**src/rtl/qsi_pkg.sv**
```systemverilog
// Shared constants and the condition-pick function for the queue status
// interrupt generator. Assumes 32-bit register words.
package qsi_pkg;
    localparam int DATA_W      = 32;
    localparam int FLAGS_PER_Q = 4;
    localparam int FIELD_W     = 4;
    localparam int SEL_USED_W  = 3;
    localparam int Q_PER_SEL   = DATA_W / FIELD_W;

    // Flag order inside each queue's 4-bit status nibble.
    typedef enum logic [1:0] {
        FLAG_EMPTY      = 2'd0,
        FLAG_NEAR_EMPTY = 2'd1,
        FLAG_NEAR_FULL  = 2'd2,
        FLAG_FULL       = 2'd3
    } flag_e;

    // Selected condition: bits [1:0] choose a flag, bit 2 inverts it.
    function automatic logic pick_cond(input logic [FLAGS_PER_Q-1:0] flags,
                                       input logic [SEL_USED_W-1:0] sel);
        flag_e which;
        which = flag_e'(sel[1:0]);
        return flags[which] ^ sel[2];
    endfunction
endpackage

```
**src/rtl/qsi_cond_sel.sv**
```systemverilog
// Per-queue condition selector for the lower group. Each queue gets the
// low 3 bits of its selector field; assumes flags are packed 4 per queue.
module qsi_cond_sel #(
    parameter int NQ = 32
) (
    input  logic [NQ*qsi_pkg::FLAGS_PER_Q-1:0] flags,
    input  logic [NQ*qsi_pkg::SEL_USED_W-1:0]  sel_low3,
    output logic [NQ-1:0]                      cond
);
    localparam int FW = qsi_pkg::FLAGS_PER_Q;
    localparam int SW = qsi_pkg::SEL_USED_W;

    // One selector per queue.
    for (genvar q = 0; q < NQ; q++) begin : g_q
        assign cond[q] = qsi_pkg::pick_cond(flags[q*FW +: FW], sel_low3[q*SW +: SW]);
    end
endmodule

```
**src/rtl/qsi_latch.sv**
```systemverilog
// Interrupt bit latch for one group of N queues. Sticky mode latches a
// rising condition until write-one-to-clear; level mode registers the
// condition. Assumes synchronous active-low reset.
module qsi_latch #(
    parameter int N = 32
) (
    input  logic         clk,
    input  logic         rst_n,
    input  logic [N-1:0] cond,
    input  logic         sticky,
    input  logic         clr_we,
    input  logic [N-1:0] clr_mask,
    output logic [N-1:0] int_q,
    output logic [N-1:0] int_d
);
    logic [N-1:0] prev_q;
    logic [N-1:0] rise;
    logic [N-1:0] clr_eff;

    // Edge detect against the previous sample and form the next value.
    always_comb begin
        rise    = cond & ~prev_q;
        clr_eff = clr_we ? clr_mask : '0;
        if (sticky) begin
            int_d = (int_q & ~clr_eff) | rise;
        end else begin
            int_d = cond;
        end
    end

    // State update; previous sample starts high so reset is not an edge.
    always_ff @(posedge clk) begin
        if (!rst_n) begin
            int_q  <= '0;
            prev_q <= '1;
        end else begin
            int_q  <= int_d;
            prev_q <= cond;
        end
    end
endmodule

```
**src/rtl/qsi_regs.sv**
```systemverilog
// Software-visible registers: selector words, two enable words and the
// read mux that also returns the interrupt words. Write decode for the
// interrupt-clear strobes lives here. Assumes LOW_Q is a multiple of 8
// and both groups are at most 32 queues.
module qsi_regs #(
    parameter int LOW_Q  = 32,
    parameter int UPP_Q  = 32,
    parameter int ADDR_W = 3
) (
    input  logic                                   clk,
    input  logic                                   rst_n,
    input  logic                                   wr_en,
    input  logic [ADDR_W-1:0]                      wr_addr,
    input  logic [qsi_pkg::DATA_W-1:0]             wr_data,
    input  logic [ADDR_W-1:0]                      rd_addr,
    output logic [qsi_pkg::DATA_W-1:0]             rd_data,
    input  logic [LOW_Q-1:0]                       int_lo,
    input  logic [UPP_Q-1:0]                       int_up,
    output logic [LOW_Q*qsi_pkg::SEL_USED_W-1:0]   sel_low3,
    output logic                                   sticky,
    output logic [LOW_Q-1:0]                       en_lo_q,
    output logic [LOW_Q-1:0]                       en_lo_d,
    output logic [UPP_Q-1:0]                       en_up_q,
    output logic [UPP_Q-1:0]                       en_up_d,
    output logic                                   clr_lo_we,
    output logic                                   clr_up_we
);
    localparam int DW        = qsi_pkg::DATA_W;
    localparam int FW        = qsi_pkg::FIELD_W;
    localparam int SW        = qsi_pkg::SEL_USED_W;
    localparam int QPW       = qsi_pkg::Q_PER_SEL;
    localparam int SEL_WORDS = LOW_Q / QPW;
    localparam int A_EN_LO   = SEL_WORDS;
    localparam int A_EN_UP   = SEL_WORDS + 1;
    localparam int A_INT_LO  = SEL_WORDS + 2;
    localparam int A_INT_UP  = SEL_WORDS + 3;

    logic [SEL_WORDS-1:0][DW-1:0] sel_q;

    // Address decode for enable and clear writes.
    always_comb begin
        en_lo_d   = (wr_en && wr_addr == ADDR_W'(A_EN_LO)) ? wr_data[LOW_Q-1:0] : en_lo_q;
        en_up_d   = (wr_en && wr_addr == ADDR_W'(A_EN_UP)) ? wr_data[UPP_Q-1:0] : en_up_q;
        clr_lo_we = wr_en && wr_addr == ADDR_W'(A_INT_LO);
        clr_up_we = wr_en && wr_addr == ADDR_W'(A_INT_UP);
    end

    // Register storage for selectors and enables.
    always_ff @(posedge clk) begin
        if (!rst_n) begin
            sel_q   <= '0;
            en_lo_q <= '0;
            en_up_q <= '0;
        end else begin
            for (int w = 0; w < SEL_WORDS; w++) begin
                if (wr_en && wr_addr == ADDR_W'(w)) begin
                    sel_q[w] <= wr_data;
                end
            end
            en_lo_q <= en_lo_d;
            en_up_q <= en_up_d;
        end
    end

    // Global mode bit sits in bit 3 of selector word 0.
    assign sticky = sel_q[0][3];

    // Low 3 bits of every field feed the condition selectors.
    for (genvar q = 0; q < LOW_Q; q++) begin : g_sel
        assign sel_low3[q*SW +: SW] = sel_q[q / QPW][(q % QPW)*FW +: SW];
    end

    // Combinational readback mux.
    always_comb begin
        rd_data = '0;
        for (int w = 0; w < SEL_WORDS; w++) begin
            if (rd_addr == ADDR_W'(w)) begin
                rd_data = sel_q[w];
            end
        end
        if (rd_addr == ADDR_W'(A_EN_LO))  rd_data = DW'(en_lo_q);
        if (rd_addr == ADDR_W'(A_EN_UP))  rd_data = DW'(en_up_q);
        if (rd_addr == ADDR_W'(A_INT_LO)) rd_data = DW'(int_lo);
        if (rd_addr == ADDR_W'(A_INT_UP)) rd_data = DW'(int_up);
    end
endmodule

```
**src/rtl/qstat_irq.sv**
```systemverilog
// Top of the queue status interrupt generator. Lower queues pick their
// trigger through selector fields, upper queues trigger on nearly-empty.
// Assumes LOW_Q is a multiple of 8, both groups at most 32 queues.
module qstat_irq #(
    parameter int LOW_Q = 32,
    parameter int UPP_Q = 32,
    localparam int ADDR_W = $clog2(LOW_Q / qsi_pkg::Q_PER_SEL + 4)
) (
    input  logic                                 clk,
    input  logic                                 rst_n,
    input  logic [LOW_Q*qsi_pkg::FLAGS_PER_Q-1:0] lo_flags,
    input  logic [UPP_Q-1:0]                     up_near_empty,
    input  logic                                 wr_en,
    input  logic [ADDR_W-1:0]                    wr_addr,
    input  logic [qsi_pkg::DATA_W-1:0]           wr_data,
    input  logic [ADDR_W-1:0]                    rd_addr,
    output logic [qsi_pkg::DATA_W-1:0]           rd_data,
    output logic                                 irq_lo,
    output logic                                 irq_up
);
    localparam int SW = qsi_pkg::SEL_USED_W;

    logic [LOW_Q*SW-1:0] sel_low3;
    logic                sticky;
    logic [LOW_Q-1:0]    en_lo_q, en_lo_d, int_lo_q, int_lo_d, cond_lo;
    logic [UPP_Q-1:0]    en_up_q, en_up_d, int_up_q, int_up_d;
    logic                clr_lo_we, clr_up_we;

    qsi_regs #(.LOW_Q(LOW_Q), .UPP_Q(UPP_Q), .ADDR_W(ADDR_W)) u_regs (
        .clk(clk), .rst_n(rst_n),
        .wr_en(wr_en), .wr_addr(wr_addr), .wr_data(wr_data),
        .rd_addr(rd_addr), .rd_data(rd_data),
        .int_lo(int_lo_q), .int_up(int_up_q),
        .sel_low3(sel_low3), .sticky(sticky),
        .en_lo_q(en_lo_q), .en_lo_d(en_lo_d),
        .en_up_q(en_up_q), .en_up_d(en_up_d),
        .clr_lo_we(clr_lo_we), .clr_up_we(clr_up_we)
    );

    qsi_cond_sel #(.NQ(LOW_Q)) u_sel (
        .flags(lo_flags), .sel_low3(sel_low3), .cond(cond_lo)
    );

    qsi_latch #(.N(LOW_Q)) u_lat_lo (
        .clk(clk), .rst_n(rst_n), .cond(cond_lo), .sticky(sticky),
        .clr_we(clr_lo_we), .clr_mask(wr_data[LOW_Q-1:0]),
        .int_q(int_lo_q), .int_d(int_lo_d)
    );

    qsi_latch #(.N(UPP_Q)) u_lat_up (
        .clk(clk), .rst_n(rst_n), .cond(up_near_empty), .sticky(sticky),
        .clr_we(clr_up_we), .clr_mask(wr_data[UPP_Q-1:0]),
        .int_q(int_up_q), .int_d(int_up_d)
    );

    // Group outputs registered from next-state values, aligned with the latch.
    always_ff @(posedge clk) begin
        if (!rst_n) begin
            irq_lo <= 1'b0;
            irq_up <= 1'b0;
        end else begin
            irq_lo <= |(int_lo_d & en_lo_d);
            irq_up <= |(int_up_d & en_up_d);
        end
    end
endmodule

```
**config.mk**
```make
export PLATFORM = sky130hd
export DESIGN_NAME = qstat_irq
export DESIGN_NICKNAME = d
export VERILOG_FILES = /design/src/rtl/qsi_pkg.sv /design/src/rtl/qsi_cond_sel.sv /design/src/rtl/qsi_latch.sv /design/src/rtl/qsi_regs.sv /design/src/rtl/qstat_irq.sv
export SDC_FILE = /design/constraint.sdc
export NUM_CORES = 1
export LEC_CHECK = 0
export BUFFER_PORTS_ARGS = -buffer_cell sky130_fd_sc_hd__buf_2
export CAP_MARGIN = 20
export CORE_AREA = 2 2 166 185
export CTS_CLUSTER_SIZE = 25
export DETAILED_ROUTE_END_ITERATION = 12
export DIE_AREA = 0 0 168 187
export GPL_ROUTABILITY_DRIVEN = 0
export HOLD_SLACK_MARGIN = 0.05
export PLACE_DENSITY = 0.81
export RECOVER_POWER = 100
export SLEW_MARGIN = 20
export SYNTH_ARGS = -nofsm -noshare
export SYNTH_HDL_FRONTEND = slang
export SYNTH_SLANG_ARGS = --single-unit
```
**constraint.sdc**
```tcl
create_clock -name clk -period 2.8 [get_ports clk]
set_input_delay 0.56 -clock clk [delete_from_list [all_inputs] [get_ports clk]]
set_output_delay 0.56 -clock clk [all_outputs]
set_load 0.005 [all_outputs]
```
== Word level (Yosys, flattened, before mapping) ==
Cells that the tools add are included.

* Flip-flop bits (word level): 322
* Bits in latches: 0
* Bits in writable memories: 0
* Memory bits (read-only): 0
* Bits of input ports: 201
* Output and inout port bits: 34
* Logic and storage cells: 192
* Memories kept: 0

* Add/subtract/negate cells: 0
* Multipliers: 0
* Divide/modulo/power cells: 0
* Order comparisons: 32
* Equal/unequal tests: 14
* Shifts and indexed selects: 0
* Muxes and demuxes: 78
* Bitwise logic cells: 44
* Reduce and logical (&&, ||, !) cells: 12

{| class="wikitable"
|+ Operators by type and width
! cell !! number
|-
| 2-to-1 mux 32 bit || 14
|-
| bitwise AND 32 bit || 6
|-
| NOT 32 bit || 4
|-
| < comparator 2 x 3 -> 1 bit (second input constant) || 32
|-
| binary-select mux 1 bit (select 2 bit) || 32
|-
| bitwise OR 32 bit || 2
|-
| OR reduction 32 bit || 2
|-
| 2-to-1 mux 1 bit || 32
|-
| XOR 1 bit || 32
|-
| equality test 3 bit (second input constant) || 8
|-
| equality test 3 x 2 -> 1 bit (second input constant) || 4
|-
| logical AND 1 bit || 8
|-
| equality test 3 x 1 -> 1 bit (second input constant) || 2
|-
| zero test 3 bit || 2
|}

== Logic depth before layout (Yosys ltp) ==
Gate-level depths: netlist of the first run.

* Depth after elaboration: 9
* Depth in mapped cells: 9
* Mapped depth without buffers: 6

== Modules after synthesis ==
A second synthesis of the first run with hierarchy kept.

* Cells, all modules: 1,727
* Area, all modules: 16,231.8 um2

{| class="wikitable"
|+ Modules (own cells, without submodules)
! module !! instances !! cells an instance !! area an instance (um2) !! sequential area each (um2)
|-
| qsi_regs || 1 || 1,139 || 10,121.0 || 3,843.7
|-
| qsi_latch || 2 || 240 || 2,373.5 || 1,281.2
|-
| qsi_cond_sel || 1 || 64 || 1,001.0 || 0.0
|-
| qstat_irq || 1 || 44 || 362.8 || 40.0
|}

== Worst setup path after synthesis of the first run ==
Ideal clock, no wire load.

* Path type: input port to output port
* From: in rd_addr[2]
* To: out rd_data[12] (netlist name)
* Arrival time: 1.868 ns
* Required time: 2.240 ns
* Path slack: 0.372 ns
* Stages: 5
* Cells stage by stage: buf_2 > buf_2 > buf_1 > buf_1 > mux2_2

* Cells in the longest elaborated chain, start to end: 9

{| class="wikitable"
|+ RTL lines
! what !! line !! source
|-
| start, declared || qstat_irq.sv:16 || <nowiki>input logic [ADDR_W-1:0] rd_addr,</nowiki>
|-
| zero test 3 bit || qsi_regs.sv:77 || <nowiki>if (rd_addr == ADDR_W'(w)) begin</nowiki>
|-
| 2-to-1 mux 32 bit (4 in series) || qsi_regs.sv:77 ||
|-
| 2-to-1 mux 32 bit || qsi_regs.sv:81 || <nowiki>if (rd_addr == ADDR_W'(A_EN_LO)) rd_data = DW'(en_lo_q);</nowiki>
|-
| 2-to-1 mux 32 bit || qsi_regs.sv:82 || <nowiki>if (rd_addr == ADDR_W'(A_EN_UP)) rd_data = DW'(en_up_q);</nowiki>
|-
| 2-to-1 mux 32 bit || qsi_regs.sv:83 || <nowiki>if (rd_addr == ADDR_W'(A_INT_LO)) rd_data = DW'(int_lo);</nowiki>
|-
| 2-to-1 mux 32 bit * || qsi_regs.sv:84 || <nowiki>if (rd_addr == ADDR_W'(A_INT_UP)) rd_data = DW'(int_up);</nowiki>
|-
| end, declared || qstat_irq.sv:17 || <nowiki>output logic [qsi_pkg::DATA_W-1:0] rd_data,</nowiki>
|}

Every way passes the cells marked *; elsewhere a longest branch is shown, timed or not.

== Final worst setup path of the first run ==
* From: in rd_addr[0]
* To: out rd_data[28] (netlist name)

The elaborated chain is that of the path after synthesis.

==> impl_metrics.yaml, run 1 <==
run_status:
  outcome: "complete, but fails checks"
  failed_checks: "max-capacitance violations, max-slew violations"
yosys:
  synthMuxAreaShare: 0.139
  synth_xor_area_frac: 0.0192
  synth-edff-count: 0
  ys_seq_elements: 322
  avgSynthCellArea_sq_um: 8.56
  synthSimpleGateAreaFrac: 0.196
  synth_cells: 1704
  yosysSeqAreaShare: 0.442
  synth_nets: 1905
  ys_warn_count: 0
  yosysTopAreaCell: "dfxtp_1"
  yosys.area.top_type_share: 0.442
  synth-main-ff-cell: "dfxtp_1"
  ys_async_sr_fraction: 0
  synth_top_family_by_area: "simple AND/OR/NAND/NOR gates"
  synth_cell_types: 41
  synthAdderAreaFrac: 0
  synth_compound_area_frac: 0.156
  syn-cell-area_sq_mm: 0.0146
  synth.area.top_cells: "dfxtp_1 (44%), nand2_1 (11%), mux2i_1 (6.5%), mux4_2 (6.0%), a21oi_1 (5.2%)"
sta:
  final-hold-violation-count: 0
  worst_slew_pin_slew_ps: 1800
  timing.clock.skew_ps: 11.0
  period_share: 0.991
  worst_hold_slack_ps: 195
  slew_viol_final: 97
  max_slew_margin: -0.198
  fin_crit_ps: 2780
  max_freq_ghz: 0.360
  setup_viol: 0
  rsz0062_at_grt: "false"
  setup_slack_ps: 23.9
clocking:
  clkLatencyLatePin_ps: 560
  cts.sinks: 322
  cts_hold_buf: 0
  cts_buffer_depth: 3
  cts_root_buffer: "clkbuf_16"
  cts_max_level: 1
  cts-buffers-inserted: 31
  cts_tree: "done"
  clkTransAtPathRegs_ps: 70
routing:
  avgRoutedWirePerCell_um: 23.1
  dr_total_vias: 14351
  first_pass_iters: 8
  antenna_left: 0
  drc: 0
  wl_mm: 52.7
  dr.first_iter.drc_count: 1976
  via_per_inst: 6.28
final_layout:
  area_growth_pct: 18.4
  drive_gt1_frac: 0.207
  layout_commonest_cell: "nand2_1"
  final_cell_mix: "nand2_1 (427), dfxtp_1 (321), buf_2 (217), nor2_1 (154), a21oi_1 (150)"
  nets: 2083
  stdcell_area_sq_mm: 0.0173
  fillCellCount: 2511
setup_path:
  worst-path-max-fanout: 15
  endpoint_kind: "output pin"
  cp-start-kind: "input pin"
  rrSetupSlack_ps: 60
  crit_type: "in2out"
  cp.required_ps: 2240
  cp_data_arrival_time_ps: 2220
floorplanning:
  ios: 235
  dieArea_sq_mm: 0.0314
  rows: 67
  fp.dieW_um: 168
  die_h_um: 187
  fp.coreArea_sq_mm: 0.0298
  start_util: 0.490
global_routing:
  antenna_found_initial: 1
  grt_pass1_vias: 13546
  grt-ovfl-total: 0
  grt_pass1_wl_mm: 78.8
  grt_max_degree: 73
  grt_util_all_layers: 0.323
power:
  p_leak_nw: 6.76
  p_per_area_mw_per_mm2: 603
  peakVddDrop_uv: 409
min_path:
  hold_class: "in2reg"
placement:
  dp_slack_ps: -5.86
  dpl_cell_area_sq_mm: 0.0163
  post-dp-hpwl_mm: 38.1
  portBuffers: 234
flow_run:
  max-cap-violations: 2
[timing repair]
item	CTS	global route
endpoints found under the setup margin	1	17
cloned	0	0
pin swaps	0	2
gates resized for setup	1	10
setup buffers	0	3
[power breakdown]
| part | internal (W) | total [W] | switching [W] | leakage (nW) |
|---|---|---|---|---|
| logic | 0.000478 | 0.00120 | 0.000727 | 3.61 |
| clock network | 0.00249 | 0.00432 | 0.00183 | 0.505 |
| registers | 0.00477 | 0.00490 | 0.000130 | 2.64 |
[routing by layer]
metal,GRT usage,vias up,share of wire
met5,0,-,0
met4,0.183,0,0.065
met3,0.0639,188,0.13
met2,0.489,1110,0.43
met1,0.433,6795,0.37
li1,-,6258,-
[registers in the layout (all words and copies together), names as in the netlist]
signal,cells
irq_lo,1
irq_up,1
u_lat_lo.int_q,32
u_lat_lo.prev_q,32
u_lat_up.int_q,32
u_lat_up.prev_q,32
u_regs.en_lo_q,32
u_regs.en_up_q,32
u_regs.sel_low3,96
u_regs.sel_q,31
u_regs.sticky,1
[layout make-up]
class,count,area [sq um],area share
Multi-Input combinational cell,1219,7460,0.432
Sequential cell,322,6450,0.373
Timing Repair Buffer,306,1830,0.106
Clock buffer,43,891,0.0516
Tap cell,379,474,0.0275
Clock inverter,12,150,0.00869
Inverter,2,12.5,0.000724
Antenna cell,1,2.50,0.000145
[through the flow]
| step | cells | power, W | utilization | setup TNS (ps) |
|---|---|---|---|---|
| after floorplan | 1704 | 0.00560 | - | 0 |
| after global placement | 2225 | 0.00612 | 0.547 | -26.4 |
| after detailed placement | 2225 | 0.00615 | 0.547 | -5.86 |
| after CTS | 2280 | 0.0104 | 0.582 | 0 |
| after global routing | 2283 | 0.0106 | 0.580 | 0 |
| final | 2284 | 0.0104 | 0.580 | 0 |
[worst max-delay path, stage by stage]
cell and delay [ps]:
buf_4 170, buf_12 170, buf_12 180, mux2i_1 290, nor2_1 60, a21oi_1 180, o221ai_1 160, a221o_1 290
buf_2 130
[path summary, 6_finish.rpt]
check                                                      start                       endpoint  cells past startpoint
worst max-delay path                                  rd_addr[0]                    rd_data[28]                      9
worst min-delay path                            up_near_empty[0]  u_lat_up.prev_q[0]$_SDFF_PN1_                      2
worst max register to register  u_regs.sel_low3[72]$_SDFFE_PN0P_              irq_lo$_SDFF_PN0_                      7
worst min register to register     u_regs.sel_q[67]$_SDFFE_PN0P_  u_regs.sel_q[67]$_SDFFE_PN0P_                      2
[cell families after synthesis]
group                     count (synthesis)
muxes                                   150
and+or+nand+nor                         687
buffers and inverters                   163
xor gates and xnor gates                 32
DFF                                     322
AOI/OAI and AO/OA                       350
[cells in the mapped netlist (8+ instances only)]
cell and number:
a22oi_1 22, nand2b_1 65, a21oi_1 151, nand3_1 10
o22ai_1 34, mux4_2 39, nor2_1 155, xor2_1 32
dfxtp_1 322, o21ai_0 31, mux2i_1 95, buf_2 19
a32oi_1 64, mux2_2 15, o221ai_1 21, nor4_1 8
clkbuf_1 124, a221oi_1 8, nand2_1 427
No activity file was read; power rests on OpenSTA's default activity.
==> run 2, diff against run 1 <==
--- a/config.mk
+++ b/config.mk
@@ -13,6 +13,7 @@
 export DIE_AREA = 0 0 168 187
 export GPL_ROUTABILITY_DRIVEN = 0
 export HOLD_SLACK_MARGIN = 0.05
+export MAX_ROUTING_LAYER = met4
 export PLACE_DENSITY = 0.81
 export RECOVER_POWER = 100
 export SLEW_MARGIN = 20
==> impl_metrics.yaml, run 2 (same netlist as run 1, synthesis figures left out) <==
routing:
  drc: 0
  dr.first_iter.drc_count: 2039
  antenna_left: 0
  avgRoutedWirePerCell_um: 23.0
  wl_mm: 52.5
  via_per_inst: 6.29
  dr_total_vias: 14376
  first_pass_iters: 7
setup_path:
  crit_top_cell: "clkbuf_4"
  max_stage_delay_ps: 350
  cp-start-kind: "input pin"
  endpoint_kind: "output pin"
  cp.required_ps: 2240
  cp_slowest_cell: "mux2_2"
  cp_data_arrival_time_ps: 2210
  worst-path-max-fanout: 18
  crit_type: "in2out"
  crit_chain: "clkbuf_4 > clkbuf_4 > mux2_2 > a221oi_1 > o22a_1 > a21oi_1 > buf_2"
run_status:
  outcome: "complete, but fails checks"
  failed_checks: "max-capacitance violations, max-slew violations"
floorplanning:
  die_h_um: 187
  dieArea_sq_mm: 0.0314
  start_util: 0.490
  fp.dieW_um: 168
  fp.coreArea_sq_mm: 0.0298
  rows: 67
  ios: 235
global_routing:
  grt_pass1_vias: 13535
  grt-ovfl-total: 0
  grt_max_degree: 73
  grt_pass1_wl_mm: 78.7
  antenna_found_initial: 1
  grt_util_all_layers: 0.333
sta:
  tns_ps: 0
  worst_slew_pin_slew_ps: 1860
  worst_hold_slack_ps: 189
  max_freq_ghz: 0.361
  timing.clock.skew_ps: 8.48
  fin_crit_ps: 2770
  setup_viol: 0
  rsz0062_at_grt: "false"
  period_share: 0.989
  slew_viol_final: 130
  final-hold-violation-count: 0
  max_slew_margin: -0.237
final_layout:
  area_growth_pct: 18.5
  area.sequential_sq_mm: 0.00645
  fillCellCount: 2509
  largest_reg_flops: 96
  drive_gt1_frac: 0.209
  nets: 2083
  layout_commonest_cell: "nand2_1"
  final_cell_mix: "nand2_1 (427), dfxtp_1 (321), buf_2 (219), nor2_1 (154), a21oi_1 (150)"
  multiInputGateArea_sq_mm: 0.00747
clocking:
  cts_tree: "done"
  cts-buffers-inserted: 31
  clkTransAtPathRegs_ps: 70
  cts_max_level: 1
  cts_buffer_depth: 3
  cts.sinks: 322
  cts_root_buffer: "clkbuf_16"
  clkLatencyLatePin_ps: 570
placement:
  post-dp-hpwl_mm: 38.1
  portBuffers: 234
power:
  p_total_w: 0.0104
  peakVddDrop_uv: 414
  p_leak_nw: 6.77
  p_per_area_mw_per_mm2: 603
flow_run:
  max-cap-violations: 3
min_path:
  hold_class: "in2reg"
## run 2: cell count changes in the layout (fill, tap and decap cells not counted)
cell / before / now
buf_4: 37 / 36
buf_12: 15 / 16
mux2i_1: 95 / 94
clkbuf_1: 34 / 32
mux2i_2: 0 / 1
buf_2: 217 / 219
## run 2: metrics by stage
stage / utilization / cell area (sq um) / std cells / setup slack, ps
after global placement: 0.547 / 16300 / 2225 / -25.3
after floorplan: - / 14600 / 1704 / 372
final: 0.581 / 17300 / 2284 / 30.7
after detailed placement: 0.547 / 16300 / 2225 / -5.86
after CTS: 0.582 / 17300 / 2280 / 13.1
after global routing: 0.581 / 17300 / 2284 / 9.46
## run 2: critical path, delay by kind of cell
family	cells	cell delay (ps)
buffers and inverters	3	700
muxes	1	350
AOI/OAI and AO/OA	3	600
## run 2: cell type report
| class | instances | area share |
|---|---|---|
| timing repair buffer | 306 | 0.107 |
| multi-input combinational | 1219 | 0.432 |
| tap | 379 | 0.0274 |
| inverter | 2 | 0.000724 |
| clock inverter | 12 | 0.00868 |
| sequential | 322 | 0.373 |
| clock buffer | 43 | 0.0515 |
| antenna | 1 | 0.000145 |
## run 2: power by group
| group | internal [W] | switching [W] |
|---|---|---|
| clock | 0.00249 | 0.00184 |
| sequential | 0.00477 | 0.000130 |
| combinational | 0.000480 | 0.000724 |
| total | 0.00774 | 0.00269 |
## run 2: final timing paths
check / startpoint / endpoint / slack (ps) / cells after the start
max: rd_addr[2] / rd_data[6] / 30 / 7
min: up_near_empty[23] / u_lat_up.prev_q[23]$_SDFF_PN1_ / 190 / 2
max reg2reg: u_regs.sel_low3[72]$_SDFFE_PN0P_ / irq_lo$_SDFF_PN0_ / 70 / 7
min reg2reg: u_regs.sel_q[67]$_SDFFE_PN0P_ / u_regs.sel_q[67]$_SDFFE_PN0P_ / 460 / 2
## run 2: timing repair
action | in CTS | in global routing
resized for setup | 1 | 12
buffers inserted | 0 | 3
setup endpoints to repair | 1 | 18
pin swaps | 0 | 2
hold buffers | 0 | 0
## run 2: routing by layer
layer	wire, um	share of wire	global-route usage
met3	6840	0.13	0.0637
met2	22600	0.43	0.489
met4	3430	0.065	0.187
met5	0	0	-
met1	19700	0.37	0.432
